===== src/rtl/lamp_seq_pkg.sv =====
package lamp_seq_pkg;

    // Two-bit phase code; the numeric values are the loop order
    typedef enum logic [1:0] {
        PH_STOP    = 2'b00,
        PH_PREPARE = 2'b01,
        PH_GO      = 2'b10,
        PH_CAUTION = 2'b11
    } phase_e;

endpackage


===== src/rtl/lamp_seq_step.sv =====
module lamp_seq_step
    import lamp_seq_pkg::*;
(
    input  phase_e cur_ph,
    output phase_e nxt_ph
);
    logic [1:0] cur_bits;
    logic [1:0] nxt_bits;

    always_comb begin
        cur_bits    = cur_ph;
        // low bit toggles on every step, high bit takes the XOR of both
        nxt_bits[0] = ~cur_bits[0];
        nxt_bits[1] = cur_bits[1] ^ cur_bits[0];
        nxt_ph      = phase_e'(nxt_bits);
    end
endmodule


===== src/rtl/lamp_seq_dwell_sel.sv =====
module lamp_seq_dwell_sel
    import lamp_seq_pkg::*;
#(
    parameter int RED_CYC    = 30,
    parameter int REDAMB_CYC = 3,
    parameter int GRN_CYC    = 25,
    parameter int AMB_CYC    = 4,
    parameter int CW         = 5
) (
    input  phase_e          ph,
    output logic [CW-1:0]   load_val
);
    // Counter value on phase entry is (duration - 1)
    always_comb begin
        unique case (ph)
            PH_STOP:    load_val = CW'(RED_CYC - 1);
            PH_PREPARE: load_val = CW'(REDAMB_CYC - 1);
            PH_GO:      load_val = CW'(GRN_CYC - 1);
            default:    load_val = CW'(AMB_CYC - 1);
        endcase
    end
endmodule


===== src/rtl/lamp_seq_decode.sv =====
module lamp_seq_decode
    import lamp_seq_pkg::*;
(
    input  phase_e ph,
    output logic   red_on,
    output logic   amber_on,
    output logic   green_on
);
    logic [1:0] b;

    always_comb begin
        b        = ph;
        red_on   = ~b[1];
        amber_on = b[0];
        green_on = b[1] & ~b[0];
    end
endmodule


===== src/rtl/lamp_phase_seq.sv =====
module lamp_phase_seq
    import lamp_seq_pkg::*;
#(
    parameter int RED_CYC    = 30,
    parameter int REDAMB_CYC = 3,
    parameter int GRN_CYC    = 25,
    parameter int AMB_CYC    = 4
) (
    input  logic       clk,
    input  logic       rst,
    output logic       lamp_red,
    output logic       lamp_amber,
    output logic       lamp_green,
    output logic [1:0] phase_code
);
    localparam int MAX_AB  = (RED_CYC > REDAMB_CYC) ? RED_CYC : REDAMB_CYC;
    localparam int MAX_CD  = (GRN_CYC > AMB_CYC) ? GRN_CYC : AMB_CYC;
    localparam int MAX_DUR = (MAX_AB > MAX_CD) ? MAX_AB : MAX_CD;
    localparam int CW      = (MAX_DUR > 1) ? $clog2(MAX_DUR) : 1;

    typedef struct packed {
        phase_e        ph;
        logic [CW-1:0] left;
    } seq_state_t;

    seq_state_t st_d, st_q;
    phase_e        step_ph;
    logic [CW-1:0] step_load;
    logic [CW-1:0] stop_load;

    lamp_seq_step u_step (
        .cur_ph (st_q.ph),
        .nxt_ph (step_ph)
    );

    // reload value for the phase being entered
    lamp_seq_dwell_sel #(
        .RED_CYC(RED_CYC), .REDAMB_CYC(REDAMB_CYC),
        .GRN_CYC(GRN_CYC), .AMB_CYC(AMB_CYC), .CW(CW)
    ) u_sel_next (
        .ph       (step_ph),
        .load_val (step_load)
    );

    // reload value used by reset
    lamp_seq_dwell_sel #(
        .RED_CYC(RED_CYC), .REDAMB_CYC(REDAMB_CYC),
        .GRN_CYC(GRN_CYC), .AMB_CYC(AMB_CYC), .CW(CW)
    ) u_sel_stop (
        .ph       (PH_STOP),
        .load_val (stop_load)
    );

    lamp_seq_decode u_dec (
        .ph       (st_q.ph),
        .red_on   (lamp_red),
        .amber_on (lamp_amber),
        .green_on (lamp_green)
    );

    always_comb begin
        st_d = st_q;
        if (rst) begin
            st_d.ph   = PH_STOP;
            st_d.left = stop_load;
        end else if (st_q.left == '0) begin
            st_d.ph   = step_ph;
            st_d.left = step_load;
        end else begin
            st_d.left = st_q.left - 1'b1;
        end
    end

    always_ff @(posedge clk) begin
        st_q <= st_d;
    end

    assign phase_code = st_q.ph;
endmodule


===== config.mk =====
export PLATFORM = sky130hd
export DESIGN_NAME = lamp_phase_seq
export DESIGN_NICKNAME = d
export VERILOG_FILES = /design/src/rtl/lamp_seq_pkg.sv /design/src/rtl/lamp_seq_step.sv /design/src/rtl/lamp_seq_dwell_sel.sv /design/src/rtl/lamp_seq_decode.sv /design/src/rtl/lamp_phase_seq.sv
export SDC_FILE = /design/constraint.sdc
export NUM_CORES = 1
export LEC_CHECK = 0
export BUFFER_PORTS_ARGS = -buffer_cell sky130_fd_sc_hd__buf_2
export CAP_MARGIN = 10
export CELL_PAD_IN_SITES_DETAIL_PLACEMENT = 1
export CELL_PAD_IN_SITES_GLOBAL_PLACEMENT = 2
export CORE_AREA = 2 2 39 41
export DETAILED_ROUTE_END_ITERATION = 12
export DIE_AREA = 0 0 41 43
export PLACE_DENSITY_LB_ADDON = 0.1
export SYNTH_ARGS = -nofsm -noshare
export SYNTH_HDL_FRONTEND = slang
export SYNTH_SLANG_ARGS = --single-unit

===== constraint.sdc =====
create_clock -name clk -period 2 [get_ports clk]
set_input_delay 0.3 -clock clk [delete_from_list [all_inputs] [get_ports clk]]
set_output_delay 0.3 -clock clk [all_outputs]
set_load 0.02 [all_outputs]

* Word level (Yosys, flattened, before mapping)
Index checks and enable logic that the tools add are counted.
Operators by class: $add $sub $neg 1, multiply operators 0, divide/modulo/power cells 0, order comparisons 0, equal/unequal tests 2, shift-type cells 0, muxes and demuxes 2, bitwise operators 4, reductions and logical operators 2
Operator list (number):
- $pmux 5 s3 | 1
- $logic_not 5->1 | 1
- $mux 5 | 1
- $sub 5x1->5 const B | 1
- $eq 2x1->1 const B | 1
- $eq 2x2->1 const B | 1
- $logic_not 2->1 | 1
- $not 1->1 | 2
- $and 1x1->1 | 1
- $xor 1x1->1 | 1
Word-level totals: flip-flop bits (word level) 7, bits in latches 0, RAM bits 0, bits in read-only memories 0, input port bits 2, logic and storage cells 13, memories kept 0

* Longest topological paths before layout
Gate-level depths: netlist of run 1.
depth after elaboration 4, depth in mapped cells 6

* By module
Synthesis of run 1 repeated with hierarchy kept, for this count alone.
Unflattened totals: cell total of the unflattened synthesis 69, area, all modules 568.0 um2
Modules (own cells, without submodules):
- lamp_phase_seq | times used 1, cells each 44, area each 367.9 um2
- lamp_seq_dwell_sel | times used 2, cells each 10, area each 81.3 um2
- lamp_seq_decode | times used 1, cells each 3, area each 25.0 um2
- lamp_seq_step | times used 1, cells each 2, area each 12.5 um2

* Worst setup path before layout of run 1
OpenSTA, ideal clock, no wires.
path kind reg-to-reg, start register st_q[0] in the netlist's numbering, end register st_q[0] in the netlist's numbering, arrival time 1.583 ns, required time 1.886 ns, path slack 0.303 ns, stages on the path, launching flop included 7, clock period less this slack 1.697 ns, cell sequence dfxtp_1 > inv_1 > ha_1 > or4b_1 > buf_6 > or3_1 > a21o_1
On the way: word-level cells in the longest chain between the ends 2, elaborated cells on any way between the ends 3, those cells by class 1 x add/sub; 1 x mux; 1 x reduce/logical
RTL lines:
- start: declaration | line lamp_phase_seq.sv:26 | seq_state_t st_d, st_q;
- start signal: assignment | line lamp_phase_seq.sv:75 | st_q <= st_d;
- $sub 5x1->5 / $logic_not 5->1 (equally long branches) | line lamp_phase_seq.sv:70, lamp_phase_seq.sv:66
- $mux 5 * | line lamp_phase_seq.sv:66 | end else if (st_q.left == '0) begin
Every way passes the cells marked *; elsewhere a longest branch is shown, timed or not. A chain may end at the register's enable or synchronous reset.

* Worst setup path after layout of run 1
Ends and elaborated chain as after synthesis.

==> results of run 1 <==
## per-stage QoR
step / area [um2] / worst slack, ns
final: 444 / 0.323
after global routing: 444 / 0.245
after CTS: 444 / 0.302
after detailed placement: 418 / 0.309
after global placement: 418 / 0.389
after floorplan: 387 / 0.303
## per-layer routing
layer  vias to the layer above  global-route usage (%)
met4                         0                    8.00
li1                        151                       -
met2                         5                    17.5
met5                         -                       0
met3                         0                    4.71
met1                       134                    14.6
## state kept, by name, indices dropped and copies added (netlist names)
| name | flops |
|---|---|
| phase_code | 2 |
| st_q | 5 |
## layout make-up
class / count / area [um2] / area share [%]
Multi-Input combinational cell: 27 / 205 / 46.2
Sequential cell: 7 / 140 / 31.5
Timing Repair Buffer: 7 / 37.5 / 8.45
Clock buffer: 4 / 26.3 / 5.92
Tap cell: 16 / 20.0 / 4.51
Inverter: 4 / 15.0 / 3.38
## how the worst max path moves through the flow
stage,from,slack (ns),cells after the start,to
finish,st_q[0],0.32,5,st_q[0]
global placement,st_q[0],0.39,5,st_q[0]
detailed placement,st_q[0],0.31,5,st_q[0]
floorplan,st_q[0],0.30,6,st_q[0]
global route,st_q[0],0.24,5,st_q[0]
CTS,st_q[0],0.30,5,st_q[0]
## worst max-delay path, cell delays in order (launching register included)
cell and delay (ns):
dfxtp_1 0.33, inv_1 0.06, ha_1 0.18, or4b_1 0.48, or3_1 0.34, a21o_1 0.19
## power by group
| group | switching (uW) | leakage, uW | internal [uW] |
|---|---|---|---|
| sequential | 7.03 | 0.0000574 | 147 |
| combinational | 11.0 | 0.000130 | 11.3 |
| clock | 51.1 | 0.0000150 | 76.1 |
## cells by family after synthesis
kind of cell / Yosys count / share of synthesized area, %
AND/OR/NAND/NOR: 12 / 18.1
AO/OA/AOI/OAI: 7 / 11.6
buffers and inverters: 7 / 10.7
flip-flops: 7 / 36.2
adder cells (fa/ha/maj): 5 / 16.2
XOR/XNOR: 2 / 4.53
multiplexers: 1 / 2.59
## synth_stat cells (all sizes together)
| cell type | instances | area share (%) |
|---|---|---|
| dfxtp | 7 | 36 |
| ha | 5 | 16 |
| inv | 4 | 3.9 |
| buf | 3 | 6.8 |
| nor2 | 3 | 2.9 |
| a21o | 2 | 3.9 |
| nand2b | 2 | 3.2 |
| o21ai | 2 | 2.6 |
| a211oi | 1 | 1.9 |
| a21oi | 1 | 1.3 |
| mux2i | 1 | 2.6 |
| nand2 | 1 | 0.97 |
| nand3 | 1 | 1.3 |
| nor3 | 1 | 1.3 |
| o31ai | 1 | 1.9 |
| or3 | 1 | 1.6 |
| or3b | 1 | 2.3 |
| or4 | 1 | 1.9 |
| or4b | 1 | 2.6 |
| xnor2 | 1 | 2.3 |
| xor2 | 1 | 2.3 |
## layout by cell type, fill, tap and decap left out, drive strengths merged, types with 2 or more instances in the layout
cell    instances
inv             4
dfxtp           7
nand2b          2
buf             7
a21o            2
o21ai           2
clkbuf          4
ha              5
nor2            3
==> run metrics, run 1 <==
Die Footprint 1760 um2; wire length on met1 327 um; row count 14; routed vias/inst roughly 4.5; CTS Sinks 7; synth warn 0; Post-route DRC 0; DP HPWL between 600 and 700 um; routed wire length on met3 30 um; gpl congestion 0.616; clock latency on the worst-skew pair 0.25 ns; Max Cap Violations 0; PwrDens 684 nW/um2; layout cells sized above 1 approximately 22%; post-route setup TNS 0 ns; Syn Nets between 40 and 50; Max Clock Freq 596 MHz; Cells on Worst Hold Path 2; Fin. Hold Viols 0; uppermost layer routed met3; Leak Pwr between 0.0002 and 0.00025 uW; Routed WL 791 um; non-filler cells in the finished layout 65; Root Buffer clkbuf_4; global-route wire length before repair 1350 um; vias in the first global route 309; Avg WL per Cell 12.2 um; CP endpoint kind register; io pins 7; Mapped Cells 41; FF-to-FF End st_q[0]; Worst Path Max Fanout 4; CP arrival 1.82 ns; total number of vias 290; largest net degree at the start of global routing 10; hold_sp rst; setup slack, reg-to-reg between 0.3 and 0.4 ns; metal2 WL 433 um; DIE WIDTH just over 40 um; WHS ~0.32 ns; cts bufs inserted 3; VDD IR max 0.000254 V; RSZ-0062 raised after global routing false; H-tree Lvls 1; status complete, no violations; starting density of the core 27.9%; mapped cell area 387 um2; Tot GR Track Use about an eighth; Clock Tree Buf Depth 2; Clock transition at path regs about 0.050 ns; 1st-iter DRT viols 2; flops & latches, synth 7; postcts setup bufs 0; hold path endpoint phase_code[0]; port buffer count 6; clock tree from TritonCTS done; initial antenna violation count 0; Setup CP Type register to register; post_cts resized 0; Avg Inst Size Synth about 9.4 um2; Slew HR between 80% and 90%; die extent in y 43 um; post-synthesis sequential area ratio 36.2%; Power, Total between 300 and 400 uW; Syn-to-layout area delta 14.9%; final slew viol count 0; Startpoint Class register; post-route minimum period roughly 1.7 ns; Final setup viols 0; Worst EP required 2.14 ns; diode count 0; Core Util, Final roughly a third; library cells used by synthesis 22; core area 1380 um2; Crit Reg-Reg Startpoint st_q[0]; placed insts 61; Slew @ Worst Pin between 0.15 and 0.2 ns; HP Class input port to register; Fill cells about 170; clk_skew 0.00396 ns; drt pass-1 iters 2; Final #Nets 57; hold buffer count at CTS 0; Detail Route Antenna Nets 0; period utilisation layout about 84%; FF-to-FF path depth 5; total grt overflow 0
Power figures use the tool's default switching activity.
==> run 2: changes to the inputs <==
--- a/config.mk
+++ b/config.mk
@@ -5,13 +5,14 @@
 export SDC_FILE = /design/constraint.sdc
 export NUM_CORES = 1
 export LEC_CHECK = 0
+export ABC_AREA = 1
 export BUFFER_PORTS_ARGS = -buffer_cell sky130_fd_sc_hd__buf_2
 export CAP_MARGIN = 10
 export CELL_PAD_IN_SITES_DETAIL_PLACEMENT = 1
 export CELL_PAD_IN_SITES_GLOBAL_PLACEMENT = 2
-export CORE_AREA = 2 2 39 41
+export CORE_ASPECT_RATIO = 0.9
+export CORE_UTILIZATION = 25
 export DETAILED_ROUTE_END_ITERATION = 12
-export DIE_AREA = 0 0 41 43
 export PLACE_DENSITY_LB_ADDON = 0.1
 export SYNTH_ARGS = -nofsm -noshare
 export SYNTH_HDL_FRONTEND = slang
==> constraint.sdc (replaced) <==
create_clock -name clk -period 1.4 [get_ports clk]
set_input_delay 0.21 -clock clk [delete_from_list [all_inputs] [get_ports clk]]
set_output_delay 0.21 -clock clk [all_outputs]
set_load 0.02 [all_outputs]
==> run 2 against run 1 <==
Against the previous run: critical path depth is 2 lower; global-route usage is 0.18 points lower; register-to-register slack worse by 0.17 ns; first-iteration DRC count is 100% lower; worst setup slack worse by 0.24 ns; flip-flop and latch count stayed put; via count is 16% higher; area after synthesis is 6.1% higher; sequential share of layout area is 2.1 points lower; clock power is 47% higher; die area is 2.5% higher; critical path type is now register to output pin; critical endpoint is now lamp_green; largest power group unchanged.
==> run metrics, run 2 <==
Fin. Hold Viols 0 (unchanged); Syn-to-layout area delta 17.1%; hold buffer count at CTS 0 (unchanged); Cells on Worst Hold Path 3 (+1); Routed WL 863 um (+9.1%); placed insts 81 (+33%); family with the most delay on the worst path flip-flops; final slew viol count 0 (unchanged); Power, Total 448 uW (+47%); VDD IR max 0.000509 V (+100%); Startpoint Class register; postcts setup bufs 0 (unchanged); Avg Inst Size Synth 7.46 um2 (-21%); largest net degree at the start of global routing 11 (+1); CP max stage delay 0.37 ns (-0.11 ns); worst path bufs/invs 2 (+1); 1st-iter DRT viols 0 (-2); Fill cells 203 (+21%); Setup CP Type register to output pin; synth warn 0 (unchanged); cell with the most instances after synthesis nand2_1; Area contributors post-synth dfxtp_1 34%, ha_1 15%, nand2_1 13%; core area 1500 um2 (+8.1%); period utilisation layout 94.4%; Worst Path Max Fanout 5 (+1); status complete, no violations; clock latency on the worst-skew pair 0.25 ns (about the same); Slew HR 83.3% (-3.5 points); initial antenna violation count 0 (unchanged); Worst EP required 1.19 ns (-0.95 ns); total grt overflow 0 (unchanged); Max Cap Violations 0 (unchanged); Post-route DRC 0 (unchanged); most instantiated cells after synthesis 14 x nand2_1, 10 x nor2_1, 7 x dfxtp_1, 7 x inv_1, 5 x ha_1; Worst path depth 3 (-2); routed vias/inst 3.95 (-11%); async set or reset register ratio after synthesis 0% (unchanged); most common cell after layout, fill and taps aside nand2_1; Final #Nets 71 (+25%); diode count 0 (unchanged); Die Footprint 1810 um2 (+2.5%); row count 13 (-1); CP arrival 1.11 ns (-0.71 ns); H-tree Lvls 1 (unchanged); Detail Route Antenna Nets 0 (unchanged); post-route setup TNS 0 ns (unchanged); post-synth top area share 34.1% (-2.1 points); Syn Nets 62 (+29%); Leak Pwr 0.000258 uW (+28%); Place WS 0.161 ns (-0.148 ns); Primary FF master, synth dfxtp_1; max reg flops 5 (unchanged); Slowest-stage cell, CP dfxtp_2; total number of vias 336 (+16%); Clock transition at path regs 0.06 ns (about the same); Root Buffer clkbuf_4; vias in the first global route 322 (+4.2%); DIE WIDTH 44.7 um (+9.0%); io pins 7 (unchanged); library cells used by synthesis 13 (-41%); mapped cell area 410 um2 (+6.1%); RSZ-0062 raised after global routing false; port buffer count 6 (unchanged); post-route minimum period 1.32 ns; DP HPWL 654 um (+3.2%); Avg WL per Cell 10.2 um (-17%); FF-to-FF path depth 5 (unchanged); starting density of the core 27.4% (-0.51 points); worst setup margin 0.0784 ns (-0.245 ns); CTS Sinks 7 (unchanged); Slew @ Worst Pin 0.251 ns (+0.0545 ns); gpl congestion 0.759 (+23%); drt pass-1 iters 1 (-1); Max Clock Freq 757 MHz; post-synthesis sequential area ratio 34.1% (-2.1 points); non-filler cells in the finished layout 85 (+31%); commonest non-fill, non-tap cells in the layout 14 x nand2_1, 10 x nor2_1, 7 x inv_1, 6 x buf_2, 6 x dfxtp_1; HP Class input port to register; Final setup viols 0 (unchanged); layout cells sized above 1 22.2% (-0.23 points); post_cts resized 0 (unchanged); die extent in y 40.4 um (-6.0%); Clock Tree Buf Depth 2 (unchanged); cts bufs inserted 3 (unchanged); CP endpoint kind output pin; Post-synth EDFFs 0 (unchanged); Tot GR Track Use 12.1% (-0.18 points); clk_skew 0.00539 ns (+0.00142 ns); Largest Register st_q; CP cell instances inv_1 > ha_1 > buf_2; clock tree from TritonCTS done; PwrDens 933 nW/um2 (+36%); global-route wire length before repair 1410 um (+5.1%); largest area contributor in the netlist dfxtp_1; Mapped Cells 55 (+34%); flops & latches, synth 7 (unchanged)
==> run 2: routing by layer <==
| layer | share of wire (%) | global-route usage (%) | wire length [um] |
|---|---|---|---|
| met2 | 43 | 18.4 | 369 |
| met1 | 53 | 14.3 | 459 |
| met4 | 0 | 4.55 | 0 |
| met5 | 0 | 0 | 0 |
| met3 | 3.9 | 6.76 | 34 |
==> run 2: cell type report <==
type	count	area [um2]	share of cell area, %
multi-input combinational	39	229	47.7
sequential	7	141	29.4
timing repair buffer	6	30.0	6.25
tap	22	27.5	5.73
clock buffer	4	26.3	5.47
inverter	7	26.3	5.47
==> run 2: kinds of logic after synthesis <==
logic type	Yosys count	synth area share (%)
buffers and inverters	9	10.1
AO/OA/AOI/OAI	1	1.22
AND/OR/NAND/NOR	32	37.2
flip-flops	7	34.1
XOR/XNOR	1	2.13
adder cells (fa/ha/maj)	5	15.2
==> run 2: worst paths after layout <==
| kind | start | endpoint | slack (ns) |
|---|---|---|---|
| worst max-delay path | phase_code[0] | lamp_green | 0.08 |
| worst min-delay path | rst | st_q[3] | 0.18 |
| worst max register to register | phase_code[0] | st_q[1] | 0.15 |
| worst min register to register | st_q[4] | st_q[4] | 0.46 |
==> run 2: worst register-to-register path, delay by kind of cell, from the launching register on <==
family                   cells  cell delay (ns)
buffers and inverters        1             0.09
flip-flops                   1             0.37
adder cells (fa/ha/maj)      1             0.23
AND/OR/NAND/NOR              3             0.45
==> run 2: per-stage QoR <==
| step | cell area [um2] | utilization, % | hold WS [ns] |
|---|---|---|---|
| finish | 480 | 32.1 | 0.182 |
| global route | 480 | 32.1 | 0.179 |
| CTS | 480 | 32.1 | 0.174 |
| detailed placement | 454 | 30.4 | 0.441 |
| global placement | 454 | 30.4 | 0.432 |
| floorplan | 412 | - | 0.313 |
==> run 2: power breakdown <==
group | switching [uW] | total (uW) | internal, uW
Clock | 77.6 | 187 | 109
Combinational | 24.9 | 41.7 | 16.8
Sequential | 9.66 | 220 | 210
Total | 112 | 448 | 336
==> run 3: changes to the inputs <==
--- a/config.mk
+++ b/config.mk
@@ -6,12 +6,12 @@
 export NUM_CORES = 1
 export LEC_CHECK = 0
 export ABC_AREA = 1
-export BUFFER_PORTS_ARGS = -buffer_cell sky130_fd_sc_hd__buf_2
+export BUFFER_PORTS_ARGS = -buffer_cell sky130_fd_sc_hd__buf_4
 export CAP_MARGIN = 10
 export CELL_PAD_IN_SITES_DETAIL_PLACEMENT = 1
 export CELL_PAD_IN_SITES_GLOBAL_PLACEMENT = 2
 export CORE_ASPECT_RATIO = 0.9
-export CORE_UTILIZATION = 25
+export CORE_UTILIZATION = 28
 export DETAILED_ROUTE_END_ITERATION = 12
 export PLACE_DENSITY_LB_ADDON = 0.1
 export SYNTH_ARGS = -nofsm -noshare
==> constraint.sdc (replaced) <==
create_clock -name clk -period 1.35 [get_ports clk]
set_input_delay 0.2025 -clock clk [delete_from_list [all_inputs] [get_ports clk]]
set_output_delay 0.2025 -clock clk [all_outputs]
set_load 0.02 [all_outputs]
==> run 3 against run 2 <==
Against the previous run: die area down 10%; largest cell class unchanged; cell count is 9.4% lower; first-iteration DRC count is 6 higher; worst setup slack improved by 0.0048 ns.
==> run metrics, run 3 (same netlist as run 2, synthesis figures left out) <==
final slew viol count 0 (unchanged); worst setup margin 0.0832 ns (+0.00479 ns); Avg WL per Cell 10.4 um (+2.3%); hold path endpoint st_q[3]; starting density of the core 31.8% (+4.4 points); drt pass-1 iters 2 (+1); Worst EP required 1.15 ns (-0.04 ns); Post-route DRC 0 (unchanged); Finished Cell Area 488 um2 (+1.6%); post_cts resized 0 (unchanged); clock latency on the worst-skew pair 0.25 ns (about the same); period utilisation layout 93.8%; io pins 7 (unchanged); layout cells sized above 1 23.8% (+1.6 points); gpl congestion 0.785 (+3.4%); Crit Reg-Reg Startpoint phase_code[0]; post-route minimum period 1.27 ns; hold buffer count at CTS 0 (unchanged); most common cell after layout, fill and taps aside nand2_1; setup slack, reg-to-reg 0.14 ns (about the same); total grt overflow 0 (unchanged); Final #Nets 71 (unchanged); PwrDens 946 nW/um2 (+1.4%); die extent in y 38.3 um (-5.2%); core area 1290 um2 (-14%); Detail Route Antenna Nets 0 (unchanged); H-tree Lvls 1 (unchanged); Slew @ Worst Pin 0.232 ns (-0.0189 ns); Clock transition at path regs 0.05 ns (about the same); RSZ-0062 raised after global routing false; Root Buffer clkbuf_4; Die Footprint 1620 um2 (-10%); total number of vias 348 (+3.6%); max reg flops 5 (unchanged); 1st-iter DRT viols 6 (+6); global-route wire length before repair 1470 um (+3.9%); port buffer count 6 (unchanged); routed vias/inst 4.52 (+14%); Cells on Worst Hold Path 3 (unchanged); Core Util, Final 37.8% (+5.7 points); Max Clock Freq 789 MHz; hold_sp rst; Worst Path Max Fanout 5 (unchanged); DP HPWL 655 um (+0.26%); Fin. Hold Viols 0 (unchanged); largest net degree at the start of global routing 11 (unchanged); CTS Sinks 7 (unchanged); DIE WIDTH 42.4 um (-5.3%); Startpoint Class register; commonest non-fill, non-tap cells in the layout 14 x nand2_1, 10 x nor2_1, 7 x inv_1, 6 x buf_4, 6 x dfxtp_1; Place WS 0.133 ns (-0.0278 ns); post-route setup TNS 0 ns (unchanged); status complete, no violations; Largest Register st_q; initial antenna violation count 0 (unchanged); FF-to-FF path depth 5 (unchanged); Final setup viols 0 (unchanged); VDD IR max 0.000650 V (+28%); Clock Tree Buf Depth 2 (unchanged); Routed WL 800 um (-7.3%); row count 12 (-1); crit path launch phase_code[0]; CP arrival 1.06 ns (-0.05 ns); cts bufs inserted 3 (unchanged); diode count 0 (unchanged); HP Class input port to register; Setup CP Type register to output pin; FF-to-FF End st_q[1]; Tot GR Track Use 12.7% (+0.64 points); postcts setup bufs 0 (unchanged); Syn-to-layout area delta 18.9%; Max Cap Violations 0 (unchanged); Leak Pwr 0.000259 uW (+0.39%); Area after DPL 462 um2 (+1.7%); Slew HR 84.5% (+1.3 points); CP endpoint kind output pin; vias in the first global route 350 (+8.7%); clk_skew 0.00259 ns (-0.00280 ns); clock tree from TritonCTS done
run 3: cell counts in the layout (fill, tap and decap cells not counted):
No cell type changed its count.
run 3: per-layer routing:
layer | vias to the layer above | wire length, um | GRT usage [%]
li1 | 184 | - | -
met1 | 157 | 419 | 15.4
met2 | 7 | 339 | 20.0
met3 | 0 | 42 | 7.08
met4 | 0 | 0 | 2.34
met5 | - | 0 | 0
run 3: worst max path at each step:
stage	cells after the start	end	slack [ns]
floorplan	5	st_q[1]	0.07
global placement	5	st_q[1]	0.12
detailed placement	5	st_q[1]	0.13
CTS	3	lamp_green	0.06
global route	3	lamp_green	0.01
finish	3	lamp_green	0.08
run 3: report_power, final:
part	internal (uW)	total (uW)	switching, uW
combinational	18.5	43.8	25.3
sequential	218	228	9.77
clock	113	190	77.1
total	349	462	112
run 3: through the flow:
stage	instances	hold slack, ns	power (uW)
after global routing	77	0.164	495
final	77	0.156	462
after CTS	77	0.150	475
after detailed placement	73	0.418	277
after floorplan	55	0.306	265
after global placement	73	0.414	278
run 3: area by class of cell:
cell class | count | area [um2]
Fill cell | 176 | 803
Multi-Input combinational cell | 39 | 231
Sequential cell | 7 | 141
Timing Repair Buffer | 6 | 45.0
Clock buffer | 4 | 26.3
Inverter | 7 | 26.3
Tap cell | 14 | 17.5
run 3: critical path: stages, from the launching register on:
cell     delay, ns
dfxtp_2       0.37
inv_1         0.10
ha_2          0.20
buf_4         0.15
